### config.mk
export PLATFORM = sky130hd
export DESIGN_NAME = vct_top
export DESIGN_NICKNAME = d
export VERILOG_FILES = /design/src/rtl/vct_pkg.sv /design/src/rtl/vct_align_dly.sv /design/src/rtl/vct_coinc_fsm.sv /design/src/rtl/vct_event_counters.sv /design/src/rtl/vct_top.sv
export SDC_FILE = /design/constraint.sdc
export NUM_CORES = 1
export LEC_CHECK = 0
export BUFFER_PORTS_ARGS = -buffer_cell sky130_fd_sc_hd__buf_2
export CORE_UTILIZATION = 55
export CTS_CLUSTER_SIZE = 16
export DETAILED_ROUTE_END_ITERATION = 12
export PLACE_DENSITY = 0.78
export SLEW_MARGIN = 20
export SYNTH_ARGS = -nofsm -noshare
export SYNTH_HDL_FRONTEND = slang
export SYNTH_SLANG_ARGS = --single-unit
### constraint.sdc
create_clock -name clk -period 7.6 [get_ports clk]
set_clock_uncertainty 0.05 [all_clocks]
set_input_delay 0.38 -clock clk [delete_from_list [all_inputs] [get_ports clk]]
set_output_delay 0.38 -clock clk [all_outputs]
set_load 0.01 [all_outputs]
### src/rtl/vct_pkg.sv
package vct_pkg;
   typedef enum logic [1:0] {ST_IDLE, ST_WAIT, ST_DEAD} vct_state_e;
   typedef enum logic [1:0] {DEC_NONE, DEC_ACC, DEC_REJ_T, DEC_REJ_M} vct_dec_e;
endpackage

### src/rtl/vct_align_dly.sv
module vct_align_dly #(
   parameter int MAX_DLY = 15,
   parameter int MW      = 8,
   localparam int DLYW   = $clog2(MAX_DLY + 1)
) (
   input  logic            clk,
   input  logic            rst_n,
   input  logic            hit_i,
   input  logic [MW-1:0]   mult_i,
   input  logic [DLYW-1:0] dly_i,
   output logic            hit_o,
   output logic [MW-1:0]   mult_o
);
   logic [MAX_DLY-1:0] hit_sr;
   logic [MW-1:0]      mult_sr [MAX_DLY];
   logic [DLYW-1:0]    sel;

   always_ff @(posedge clk) begin
      if (!rst_n) begin
         hit_sr <= '0;
         for (int i = 0; i < MAX_DLY; i++) mult_sr[i] <= '0;
      end else begin
         hit_sr[0]  <= hit_i;
         mult_sr[0] <= mult_i;
         for (int i = 1; i < MAX_DLY; i++) begin
            hit_sr[i]  <= hit_sr[i-1];
            mult_sr[i] <= mult_sr[i-1];
         end
      end
   end

   always_comb begin
      sel = (dly_i > DLYW'(MAX_DLY)) ? DLYW'(MAX_DLY) : dly_i;
      if (sel == '0) begin
         hit_o  = hit_i;
         mult_o = mult_i;
      end else begin
         hit_o  = hit_sr[sel - 1'b1];
         mult_o = mult_sr[sel - 1'b1];
      end
   end
endmodule

### src/rtl/vct_coinc_fsm.sv
module vct_coinc_fsm
   import vct_pkg::*;
#(
   parameter int MW   = 8,
   parameter int WINW = 6,
   parameter int DTW  = 8
) (
   input  logic            clk,
   input  logic            rst_n,
   input  logic            hit_a,
   input  logic            hit_b,
   input  logic [MW-1:0]   mult_a,
   input  logic [MW-1:0]   mult_b,
   input  logic [WINW-1:0] win,
   input  logic [MW-1:0]   min_a,
   input  logic [MW-1:0]   min_b,
   input  logic [MW:0]     min_sum,
   input  logic [DTW-1:0]  dead_len,
   output vct_dec_e        dec_o,
   output logic [MW:0]     sum_o,
   output logic            in_dead_o
);
   vct_state_e      st, st_n;
   logic            first_a, first_n;
   logic [MW-1:0]   held, held_n;
   logic [WINW-1:0] elapsed, el_n;
   logic [DTW-1:0]  dead_cnt, dead_n;
   logic            pair, t_ok, other;
   logic [MW-1:0]   pm_a, pm_b;

   always_comb begin
      st_n = st; first_n = first_a; held_n = held; el_n = elapsed; dead_n = dead_cnt;
      dec_o = DEC_NONE; pair = 1'b0; t_ok = 1'b0;
      pm_a = mult_a; pm_b = mult_b;
      other = first_a ? hit_b : hit_a;
      case (st)
         ST_IDLE: begin
            if (hit_a && hit_b) begin
               pair = 1'b1;
               t_ok = (win != '0);
            end else if (hit_a || hit_b) begin
               st_n    = ST_WAIT;
               first_n = hit_a;
               held_n  = hit_a ? mult_a : mult_b;
               el_n    = WINW'(1);
            end
         end
         ST_WAIT: begin
            pm_a = first_a ? held : mult_a;
            pm_b = first_a ? mult_b : held;
            if (elapsed >= win) begin
               dec_o = DEC_REJ_T;
               st_n  = ST_IDLE;
            end else if (other) begin
               pair = 1'b1;
               t_ok = 1'b1;
            end else begin
               el_n = elapsed + 1'b1;
            end
         end
         ST_DEAD: begin
            if (dead_cnt <= DTW'(1)) st_n = ST_IDLE;
            else                     dead_n = dead_cnt - 1'b1;
         end
         default: st_n = ST_IDLE;
      endcase
      sum_o = {1'b0, pm_a} + {1'b0, pm_b};
      if (pair) begin
         st_n = ST_IDLE;
         if (!t_ok) begin
            dec_o = DEC_REJ_T;
         end else if (pm_a >= min_a && pm_b >= min_b && sum_o >= min_sum) begin
            dec_o = DEC_ACC;
            if (dead_len != '0) begin
               st_n   = ST_DEAD;
               dead_n = dead_len;
            end
         end else begin
            dec_o = DEC_REJ_M;
         end
      end
   end

   always_ff @(posedge clk) begin
      if (!rst_n) begin
         st <= ST_IDLE; first_a <= 1'b0; held <= '0; elapsed <= '0; dead_cnt <= '0;
      end else begin
         st <= st_n; first_a <= first_n; held <= held_n; elapsed <= el_n; dead_cnt <= dead_n;
      end
   end

   assign in_dead_o = (st == ST_DEAD);

   // the wait never runs past the window
   a_r4_wait_bound: assert property (@(posedge clk) disable iff (!rst_n)
      (st == ST_WAIT) |-> (elapsed <= win || elapsed == WINW'(1)));
   // a dead period always ends in the idle state
   a_r7_dead_exit: assert property (@(posedge clk) disable iff (!rst_n)
      (st == ST_DEAD && dead_cnt <= DTW'(1)) |=> (st == ST_IDLE));
endmodule

### src/rtl/vct_event_counters.sv
module vct_event_counters #(
   parameter int CW = 16,
   parameter int N  = 3
) (
   input  logic          clk,
   input  logic          rst_n,
   input  logic [N-1:0]  inc_i,
   output logic [CW-1:0] cnt_o [N]
);
   for (genvar g = 0; g < N; g++) begin : g_cnt
      always_ff @(posedge clk) begin
         if (!rst_n)        cnt_o[g] <= '0;
         else if (inc_i[g]) cnt_o[g] <= cnt_o[g] + 1'b1;
      end
   end

   // at most one outcome per cycle
   a_r9_one_outcome: assert property (@(posedge clk) disable iff (!rst_n) $onehot0(inc_i));
endmodule

### src/rtl/vct_top.sv
module vct_top
   import vct_pkg::*;
#(
   parameter int MAX_DLY = 15,
   parameter int MW      = 8,
   parameter int WINW    = 6,
   parameter int DTW     = 8,
   parameter int CW      = 16,
   localparam int DLYW   = $clog2(MAX_DLY + 1)
) (
   input  logic            clk,
   input  logic            rst_n,
   input  logic            run_en,
   input  logic            arm_a_hit,
   input  logic [MW-1:0]   arm_a_mult,
   input  logic            arm_b_hit,
   input  logic [MW-1:0]   arm_b_mult,
   input  logic [DLYW-1:0] align_a,
   input  logic [DLYW-1:0] align_b,
   input  logic [WINW-1:0] win_cycles,
   input  logic [MW-1:0]   min_mult_a,
   input  logic [MW-1:0]   min_mult_b,
   input  logic [MW:0]     min_mult_sum,
   input  logic [DTW-1:0]  dead_cycles,
   output logic            l0_trig,
   output logic            tof_trig,
   output logic [MW:0]     sum_mult,
   output logic [CW-1:0]   n_accept,
   output logic [CW-1:0]   n_rej_time,
   output logic [CW-1:0]   n_rej_mult
);
   if (MAX_DLY < 1 || MW < 1 || WINW < 1 || DTW < 1 || CW < 1) begin : g_bad_cfg
      $error("vct_top: parameter out of range");
   end

   logic            hit_raw [2];
   logic [MW-1:0]   mult_raw [2];
   logic [DLYW-1:0] dly_raw [2];
   logic            hit_al [2];
   logic [MW-1:0]   mult_al [2];

   assign hit_raw[0] = arm_a_hit;  assign hit_raw[1] = arm_b_hit;
   assign mult_raw[0] = arm_a_mult; assign mult_raw[1] = arm_b_mult;
   assign dly_raw[0] = align_a;    assign dly_raw[1] = align_b;

   for (genvar g = 0; g < 2; g++) begin : g_arm
      vct_align_dly #(.MAX_DLY(MAX_DLY), .MW(MW)) u_dly (
         .clk(clk), .rst_n(rst_n), .hit_i(hit_raw[g]), .mult_i(mult_raw[g]),
         .dly_i(dly_raw[g]), .hit_o(hit_al[g]), .mult_o(mult_al[g]));
   end

   vct_dec_e    dec;
   logic [MW:0] fsm_sum;
   logic        in_dead;

   vct_coinc_fsm #(.MW(MW), .WINW(WINW), .DTW(DTW)) u_fsm (
      .clk(clk), .rst_n(rst_n), .hit_a(hit_al[0]), .hit_b(hit_al[1]),
      .mult_a(mult_al[0]), .mult_b(mult_al[1]), .win(win_cycles),
      .min_a(min_mult_a), .min_b(min_mult_b), .min_sum(min_mult_sum),
      .dead_len(dead_cycles), .dec_o(dec), .sum_o(fsm_sum), .in_dead_o(in_dead));

   logic [2:0]    inc;
   logic [CW-1:0] cnt [3];
   assign inc = {dec == DEC_REJ_M, dec == DEC_REJ_T, dec == DEC_ACC};

   vct_event_counters #(.CW(CW), .N(3)) u_cnt (
      .clk(clk), .rst_n(rst_n), .inc_i(inc), .cnt_o(cnt));

   assign n_accept   = cnt[0];
   assign n_rej_time = cnt[1];
   assign n_rej_mult = cnt[2];

   always_ff @(posedge clk) begin
      if (!rst_n) begin
         l0_trig  <= 1'b0;
         tof_trig <= 1'b0;
         sum_mult <= '0;
      end else begin
         l0_trig  <= (dec == DEC_ACC) && run_en;
         tof_trig <= (dec == DEC_ACC) && run_en;
         if (dec == DEC_ACC || dec == DEC_REJ_M) sum_mult <= fsm_sum;
      end
   end

   // no trigger unless the run was enabled at the decision
   a_r8_run_gate: assert property (@(posedge clk) disable iff (!rst_n)
      !$past(run_en) |-> !l0_trig && !tof_trig);
   // both triggers coincide
   a_r6_pair_out: assert property (@(posedge clk) disable iff (!rst_n) l0_trig == tof_trig);
   // single-cycle pulse when a dead time is set
   a_r6_one_cycle: assert property (@(posedge clk) disable iff (!rst_n)
      (l0_trig && dead_cycles != '0) |=> !l0_trig);
   // a trigger always comes with one more accepted event
   a_r9_acc_step: assert property (@(posedge clk) disable iff (!rst_n)
      l0_trig |-> n_accept == $past(n_accept) + 1'b1);
   // counters are frozen across dead cycles
   a_r7_dead_quiet: assert property (@(posedge clk) disable iff (!rst_n)
      in_dead |=> $stable(n_accept) && $stable(n_rej_time) && $stable(n_rej_mult));
endmodule

== Yosys cells after proc, flatten, opt, wreduce, memory -nomap -nowiden ==
Memories as Yosys holds them, arrays and structs flattened.
Index checks and enable logic that the tools add are counted.

* Memory bits (writable): 240
* Memories kept: 2
* Register bits after elaboration: 113
* Input port bits: 68
* Word-level logic and storage cells: 169

{| class="wikitable"
|+ Memories
! memory !! depth !! width !! read ports !! clocked after memory_dff !! write ports !! RTL line !! RTL
|-
| g_arm[0].u_dly.mult_sr || 15 || 8 || 15 || 0 || 15 || vct_align_dly.sv:15 || <nowiki>logic [MW-1:0] mult_sr [MAX_DLY];</nowiki>
|-
| g_arm[1].u_dly.mult_sr || 15 || 8 || 15 || 0 || 15 || vct_align_dly.sv:15 ||
|}

* $add $sub $neg: 8
* Magnitude comparators: 9
* Bitwise gates (word level): 31
* Multiplexer cells: 79
* Reduce and logical (&&, ||, !) cells: 15
* Equality and inequality tests: 13

{| class="wikitable"
|+ Operator list
! cell !! number
|-
| 8-bit 2-to-1 mux || 43
|-
| 16-bit by 1-bit adder with 16-bit output (second input constant) || 3
|-
| 1-bit OR || 30
|-
| 2-bit 2-to-1 mux || 13
|-
| 6-bit 2-to-1 mux || 4
|-
| 8-bit >= comparator || 2
|-
| 6-bit case mux with 2 select lines || 1
|-
| 1-bit 2-to-1 mux || 11
|-
| 4-bit by 5-bit less-than comparator with 1-bit output (second input constant) || 2
|-
| 8-bit by 8-bit adder with 9-bit output || 1
|-
| 9-bit >= comparator || 1
|-
| 3-bit by 1-bit != test with 1-bit output (second input constant) || 3
|-
| 1-bit binary-select mux with 4-bit select || 2
|-
| 4-bit > comparator (second input constant) || 2
|-
| 8-bit by 1-bit <= comparator with 1-bit output (second input constant) || 1
|-
| 4-bit logical NOT || 2
|-
| 4-bit 2-to-1 mux || 2
|-
| 8-bit nonzero test || 1
|-
| 4-bit by 1-bit subtractor with 4-bit output (second input constant) || 2
|-
| 8-bit by 1-bit subtractor with 8-bit output (second input constant) || 1
|-
| 6-bit by 1-bit adder with 6-bit output (second input constant) || 1
|-
| 2-bit == test (second input constant) || 3
|-
| 6-bit >= comparator || 1
|-
| 2-bit != test (second input constant) || 3
|-
| 14 further kinds || 20
|}

== Longest topological paths before layout ==
Gate-level depths: netlist of the first run.
An unclocked memory read counts as a cell.

* Word-level depth: 15
* Depth in mapped cells: 32

== Modules after synthesis ==
A second synthesis of the first run with hierarchy kept.

* Cells, all modules: 1429
* Area, all modules: 15005.6 sq um

{| class="wikitable"
|+ Modules (own cells, without submodules)
! module !! times used !! cells an instance !! area each (sq um) !! sequential area each (sq um)
|-
| vct_align_dly || 2 || 415 || 4853.4 || 2702.6
|-
| vct_coinc_fsm || 1 || 313 || 2668.8 || 500.5
|-
| vct_event_counters || 1 || 252 || 2233.4 || 960.9
|-
| vct_top || 1 || 34 || 396.6 || 200.2
|}

== Worst setup path after synthesis of the first run ==
OpenSTA, ideal clock, no wires.

* Path type: input -> register
* Start point: input port align_b[0]
* End point: register u_fsm.dead_cnt[3]
* Path buffers: 6
* Arrival: 6.708 ns
* Slack: 0.724 ns
* Cell stages on the path: 31
* Library setup time: 0.117 ns
* Cells stage by stage: buf_2 -> buf_4 -> buf_2 -> buf_2 -> inv_1 -> ha_1 -> clkbuf_1 -> clkbuf_1 -> mux4_2 -> mux2i_1 -> nor2_1 -> a21oi_1 -> o21ai_0 -> mux2i_1 -> inv_1 -> ha_1 -> fa_1 -> a21o_1 -> a21oi_1 -> o21bai_1 -> a21oi_1 -> xnor2_1 -> ha_1 -> and3_1 -> o211ai_1 -> o211ai_1 -> a21oi_1 -> a311o_1 -> a211oi_2 -> nand2_1 -> a32o_1

* Cells in the longest elaborated chain, start to end: 13
* Elaborated cells on any way between the ends: 27

{| class="wikitable"
|+ Ends and longest elaborated chain
! item !! RTL line !! RTL
|-
| from (decl) || vct_top.sv:19 || <nowiki>input logic [DLYW-1:0] align_b,</nowiki>
|-
| 4-bit > comparator || vct_align_dly.sv:33 || <nowiki>sel = (dly_i > DLYW'(MAX_DLY)) ? DLYW'(MAX_DLY) : dly_i;</nowiki>
|-
| 4-bit 2-to-1 mux * || vct_align_dly.sv:33 ||
|-
| 4-bit by 1-bit subtractor with 4-bit output || vct_align_dly.sv:39 || <nowiki>mult_o = mult_sr[sel - 1'b1];</nowiki>
|-
| memory 15 x 8 bit || n/a ||
|-
| 8-bit 2-to-1 mux * || vct_align_dly.sv:34 || <nowiki>if (sel == '0) begin</nowiki>
|-
| 8-bit 2-to-1 mux || vct_coinc_fsm.sv:50 || <nowiki>pm_b = first_a ? mult_b : held;</nowiki>
|-
| 8-bit 2-to-1 mux * || vct_coinc_fsm.sv:36 || <nowiki>case (st)</nowiki>
|-
| 8-bit by 8-bit adder with 9-bit output * || vct_coinc_fsm.sv:67 || <nowiki>sum_o = {1'b0, pm_a} + {1'b0, pm_b};</nowiki>
|-
| named net fsm_sum[6] || vct_top.sv:53 || <nowiki>logic [MW:0] fsm_sum;</nowiki>
|-
| 9-bit >= comparator * || vct_coinc_fsm.sv:72 || <nowiki>end else if (pm_a >= min_a && pm_b >= min_b && sum_o >= min_sum) begin</nowiki>
|-
| 1-bit logical AND * || vct_coinc_fsm.sv:72 ||
|-
| 8-bit 2-to-1 mux * || vct_coinc_fsm.sv:72 ||
|-
| 8-bit 2-to-1 mux * || vct_coinc_fsm.sv:70 || <nowiki>if (!t_ok) begin</nowiki>
|-
| 8-bit 2-to-1 mux * || vct_coinc_fsm.sv:68 || <nowiki>if (pair) begin</nowiki>
|-
| to (signal assigned) || vct_coinc_fsm.sv:88 || <nowiki>st <= st_n; first_a <= first_n; held <= held_n; elapsed <= el_n; dead_cnt <= dead_n;</nowiki>
|-
| to (decl) || vct_coinc_fsm.sv:27 || <nowiki>logic [DTW-1:0] dead_cnt, dead_n;</nowiki>
|}

The timed path passes the listed nets; every way through them passes the cells marked *. The select of a mux whose other input is x is not followed.
A chain may end at the register's enable or synchronous reset.

== Worst setup path in the final report of the first run ==
* Start point: input port align_b[0]
* End point: register u_fsm.dead_cnt[1]

The elaborated chain is that of the path after synthesis.

==> results of run 1 <==
==> kinds of logic (layout without fill, tap and decap cells) <==
logic type | count (synthesis) | count (layout) | share of synthesized area
xor gates and xnor gates | 31 | 31 | 0.01868
muxes | 112 | 112 | 0.1223
and+or+nand+nor | 540 | 540 | 0.2039
adders and majority gates | 50 | 50 | 0.04240
DFF | 353 | 353 | 0.4732
buffers and inverters | 140 | 264 | 0.03729
AOI/OAI and AO/OA | 236 | 236 | 0.1021
other | 0 | 3 | 0
==> sequential cells by signal, summed over array words and instances, names as in the netlist <==
name / flops
g_arm.u_dly.mult_sr: 240
u_cnt.cnt_o: 48
g_arm.u_dly.hit_sr: 30
sum_mult: 9
u_fsm.dead_cnt: 8
u_fsm.held: 8
u_fsm.elapsed: 6
u_fsm.st: 2
tof_trig: 1
u_fsm.first_a: 1
==> cell usage after synthesis (6+ instances only) <==
cell      instances  area, um^2
clkbuf_1         65       244.0
ha_1             49       613.1
buf_2            10       50.05
and2_1          274        1714
nand2b_1         16       100.1
o31ai_1           8       60.06
and3_1           17       106.4
nor2_1           72       270.3
nand2_1          67       251.5
or4_1             6       45.04
nand4_1          12       75.07
nor3_1            9       45.04
nand3_1          22       110.1
mux2i_1          52       520.5
o21ai_0          31       155.2
or3_1            12       75.07
inv_1            57       214.0
a21oi_1          99       495.5
a21o_1           10       75.07
xor2_1           11       96.34
a211oi_1         35       262.8
mux4_2           55        1239
xnor2_1          19       166.4
nor2b_1          16       100.1
dfxtp_1         353        7067
==> cell type report <==
class                   count  area (um^2)
well taps                 335        419.2
flip-flops and latches    353         7067
clock buffers              55         1076
diodes                      3        7.507
multi-input cells         969         7325
clock inverters            13        200.2
inverters                  58        217.7
repair buffers            138        739.5
fillers                  2038         9303
==> path summary, 6_finish.rpt <==
kind | from | endpoint | slack [ns]
max | align_b[0] | u_fsm.dead_cnt[1] | 1.02
min | arm_a_mult[0] | g_arm[0].u_dly.mult_sr[0][0] | 0.03
max reg2reg | g_arm[0].u_dly.mult_sr[8][0] | u_fsm.dead_cnt[1] | 1.58
min reg2reg | g_arm[0].u_dly.mult_sr[2][5] | g_arm[0].u_dly.mult_sr[3][5] | 0.39
==> per-stage QoR <==
stage                       util  hold WS, ns  setup WS, ns
final                     0.6470      0.02922         1.017
after global routing      0.6469      0.02856        0.6347
after CTS                 0.6467      0.01240         1.115
after detailed placement  0.5983       0.3864        0.5949
after global placement    0.5983       0.3768        0.8044
after floorplan                -       0.3739        0.7244
==> metal layers <==
layer | vias up | track usage | wire [um]
met1 | 5217 | 0.2971 | 13920
li1 | 5256 | - | -
met4 | 2 | 0.09662 | 1172
met3 | 80 | 0.04183 | 1505
met2 | 255 | 0.3844 | 15170
met5 | - | 0 | 11
==> power breakdown <==
group	switching, mW	internal, mW
logic	0.275	0.181
registers	0.0146	1.87
clock network	0.735	1.13
==> metrics.csv, run 1 <==
metric;value;unit
critical_path_buf_inv_count;3;
antenna_left;0;
drv_slew;0;
final_common_cell;dfxtp_1;
end_kind;flop;
die_y;166.8;um
io_buffers;126;
placementRows;59;
grt_usage;0.2313;
cp_max_fo;37;
clk_latency;0.52;ns
cp_common_cell;a21oi_1;
hold_viol_final;0;
arrival;6.95;ns
grt_max_degree;123;
worst_slew_pin_slew;0.9897;ns
grt_pass1_vias;10680;
wl_per_cell;16.52;um
die-area;27810;um^2
grt_pass1_wl;52790;um
seq_area_frac_synth;0.4732;
synthCells;1462;
min_period;6.583;ns
slew_headroom;0.3392;
ir_worst_vdd;158.2;uV
finalSetupViolCount;0;
status;completed;
async_flop_share;0;
power.leakage;7.191;nW
drc;0;
final_area;17050;um^2
ys_ff_latch;353;
hold_depth;2;
die_w;166.8;um
place_congestion;0.8450;
synth-edff-count;0;
dp.cells;1853;
power.density;246.8;nW/um^2
mostFrequentLayoutCells;dfxtp_1, and2_1, buf_2;
cts_max_level;2;
syn_nets;1580;
slowest_stage;a211oi_2;
grt_setup_unrepaired;false;
drtIter0Drc;742;
ios;127;
yosysUniqueCellTypes;66;
max_stage_delay;0.80;ns
fin_total_pwr;4.209;mW
crit_type;input pin to flop;
wl;31780;um
post-route-period-util;0.8661;
final_net_count;1676;
via_per_inst;5.619;
place_hpwl;21230;um
cts_hold_buffers;0;
gr-total-overflow;0;
cts_root_buffer;clkbuf_16;
synth_area;14930;um^2
place_area;15770;um^2
cap_violations;0;
clk_path_buf_depth;3;
ys.flop_type;dfxtp_1;
initial_core_util;0.5666;
worst_hold_path_type;input pin to flop;
cp.depth;25;
fin_setup_tns;0;ns
cts_buffers;38;
vias;10810;
antenna_found_initial;4;
reg2reg_depth;21;
required;7.96;ns
clock_sinks;353;
drive_above_1_share;0.1721;
path_delay_family;compound AO/OA/AOI/OAI gates;
firstDrtPassIters;6;
fin_cells;1924;
fmax;151.9;MHz
cts_tree;yes;
areaGrowthSynthToFinish;14.19;%
core;26350;um^2
syn_avg_cell_area;10.21;um^2
yosysWarnings;0;
clkTransAtPathRegs;0.06;ns
cts_resized;0;
post_cts_buffers;0;
start_kind;input pin;
Note: power is estimated with default switching activity, not from simulation.
==> inputs of run 2 (changes only) <==
==> constraint.sdc (replaced) <==
create_clock -name clk -period 7.6 [get_ports clk]
set_clock_uncertainty 0.05 [all_clocks]
set_input_delay 0.76 -clock clk [delete_from_list [all_inputs] [get_ports clk]]
set_output_delay 0.76 -clock clk [all_outputs]
set_load 0.01 [all_outputs]
==> metrics.csv, run 2 (same netlist as run 1, synthesis figures left out) <==
metric;value;unit
place_hpwl;20900;um
min_period;6.727;ns
cp_common_cell;a21oi_1;
vias;10660;
drive_above_1_share;0.1752;
setup_slack;0.8729;ns
grt_usage;0.2245;
firstDrtPassIters;5;
cts_buffers;37;
fin_total_pwr;4.134;mW
nFillCells;2069;
power.density;242.9;nW/um^2
clk_latency;0.52;ns
status;completed;
power.leakage;7.193;nW
whs;0.3873;ns
initial_core_util;0.5666;
cts_max_level;2;
arrival;7.11;ns
areaGrowthSynthToFinish;13.96;%
worstReg2RegStart;g_arm[0].u_dly.mult_sr[8][0];
largestRegisters;g_arm.u_dly.mult_sr (240), u_cnt.cnt_o (48), g_arm.u_dly.hit_sr (30);
grt_pass1_vias;10490;
die_w;166.8;um
grt_max_degree;183;
die_y;166.8;um
io_buffers;126;
hp-start;g_arm[0].u_dly.mult_sr[6][5];
clkTransAtPathRegs;0.06;ns
required;7.98;ns
slowest_stage;a2111oi_2;
worst_slew_pin_slew;1.013;ns
cts_root_buffer;clkbuf_16;
clock_sinks;353;
cap_violations;0;
gr-total-overflow;0;
finalSetupViolCount;0;
drtIter0Drc;708;
dp_slack;0.4228;ns
drv_slew;0;
slew_headroom;0.3248;
crit_type;input pin to flop;
fin_setup_tns;0;ns
final_common_cell;dfxtp_1;
start_kind;input pin;
end_kind;flop;
antenna_left;0;
drc;0;
cts_hold_buffers;0;
startpoint;align_b[0];
largest_reg_flops;240;
cp_max_fo;18;
via_per_inst;5.531;
post-route-period-util;0.8852;
ir_worst_vdd;195.5;uV
die-area;27810;um^2
top_register;g_arm.u_dly.mult_sr;
cts_resized;0;
hold_viol_final;0;
antenna_found_initial;5;
regArea;7067;um^2
cts_tree;yes;
placementRows;59;
final_net_count;1679;
wl_per_cell;16.01;um
grt_setup_unrepaired;false;
core;26350;um^2
critical_path_buf_inv_count;3;
post_cts_buffers;0;
ios;127;
mostFrequentLayoutCells;dfxtp_1, and2_1, buf_2;
worst_hold_path_type;flop to flop;
place_congestion;0.8345;
grt_pass1_wl;51380;um
max_stage_delay;0.63;ns
wl;30850;um
path_delay_family;compound AO/OA/AOI/OAI gates;
multiInputGateArea;7325;um^2
clk_path_buf_depth;3;
fmax;148.7;MHz
run 2: power by group:
group,internal (mW),switching (mW),total [mW]
clock network,1.09,0.703,1.79
logic,0.181,0.274,0.455
registers,1.87,0.0140,1.89
run 2: final cells by class:
type / count / share of cell area
multi-input combinational: 969 / 0.4304
sequential: 353 / 0.4153
clock buffer: 54 / 0.06345
timing repair buffer: 142 / 0.04448
tap: 335 / 0.02463
inverter: 58 / 0.01279
clock inverter: 11 / 0.008235
antenna: 5 / 0.0007352
run 2: through the flow:
step | cells | utilization | cell area, um^2
6_report | 1927 | 0.6457 | 17020
2_1_floorplan | 1462 | - | 14930
3_5_place_dp | 1857 | 0.5990 | 15790
4_1_cts | 1922 | 0.6453 | 17010
3_3_place_gp | 1857 | 0.5990 | 15790
5_1_grt | 1925 | 0.6455 | 17010
run 2: worst paths after layout:
path	slack, ns	endpoint	cells after the start
worst max-delay path	0.87	u_cnt.cnt_o[47]	25
worst min register to register	0.39	g_arm[0].u_dly.mult_sr[7][5]	1
worst max register to register	1.80	u_cnt.cnt_o[47]	21
worst min-delay path	0.39	g_arm[0].u_dly.mult_sr[7][5]	1
run 2: per-layer routing:
| metal | vias up | share of wire | track usage |
|---|---|---|---|
| met3 | 72 | 0.048 | 0.04373 |
| met4 | 2 | 0.031 | 0.08776 |
| li1 | 5277 | - | - |
| met2 | 224 | 0.47 | 0.3758 |
| met5 | - | 0.00042 | 0 |
| met1 | 5084 | 0.45 | 0.2862 |
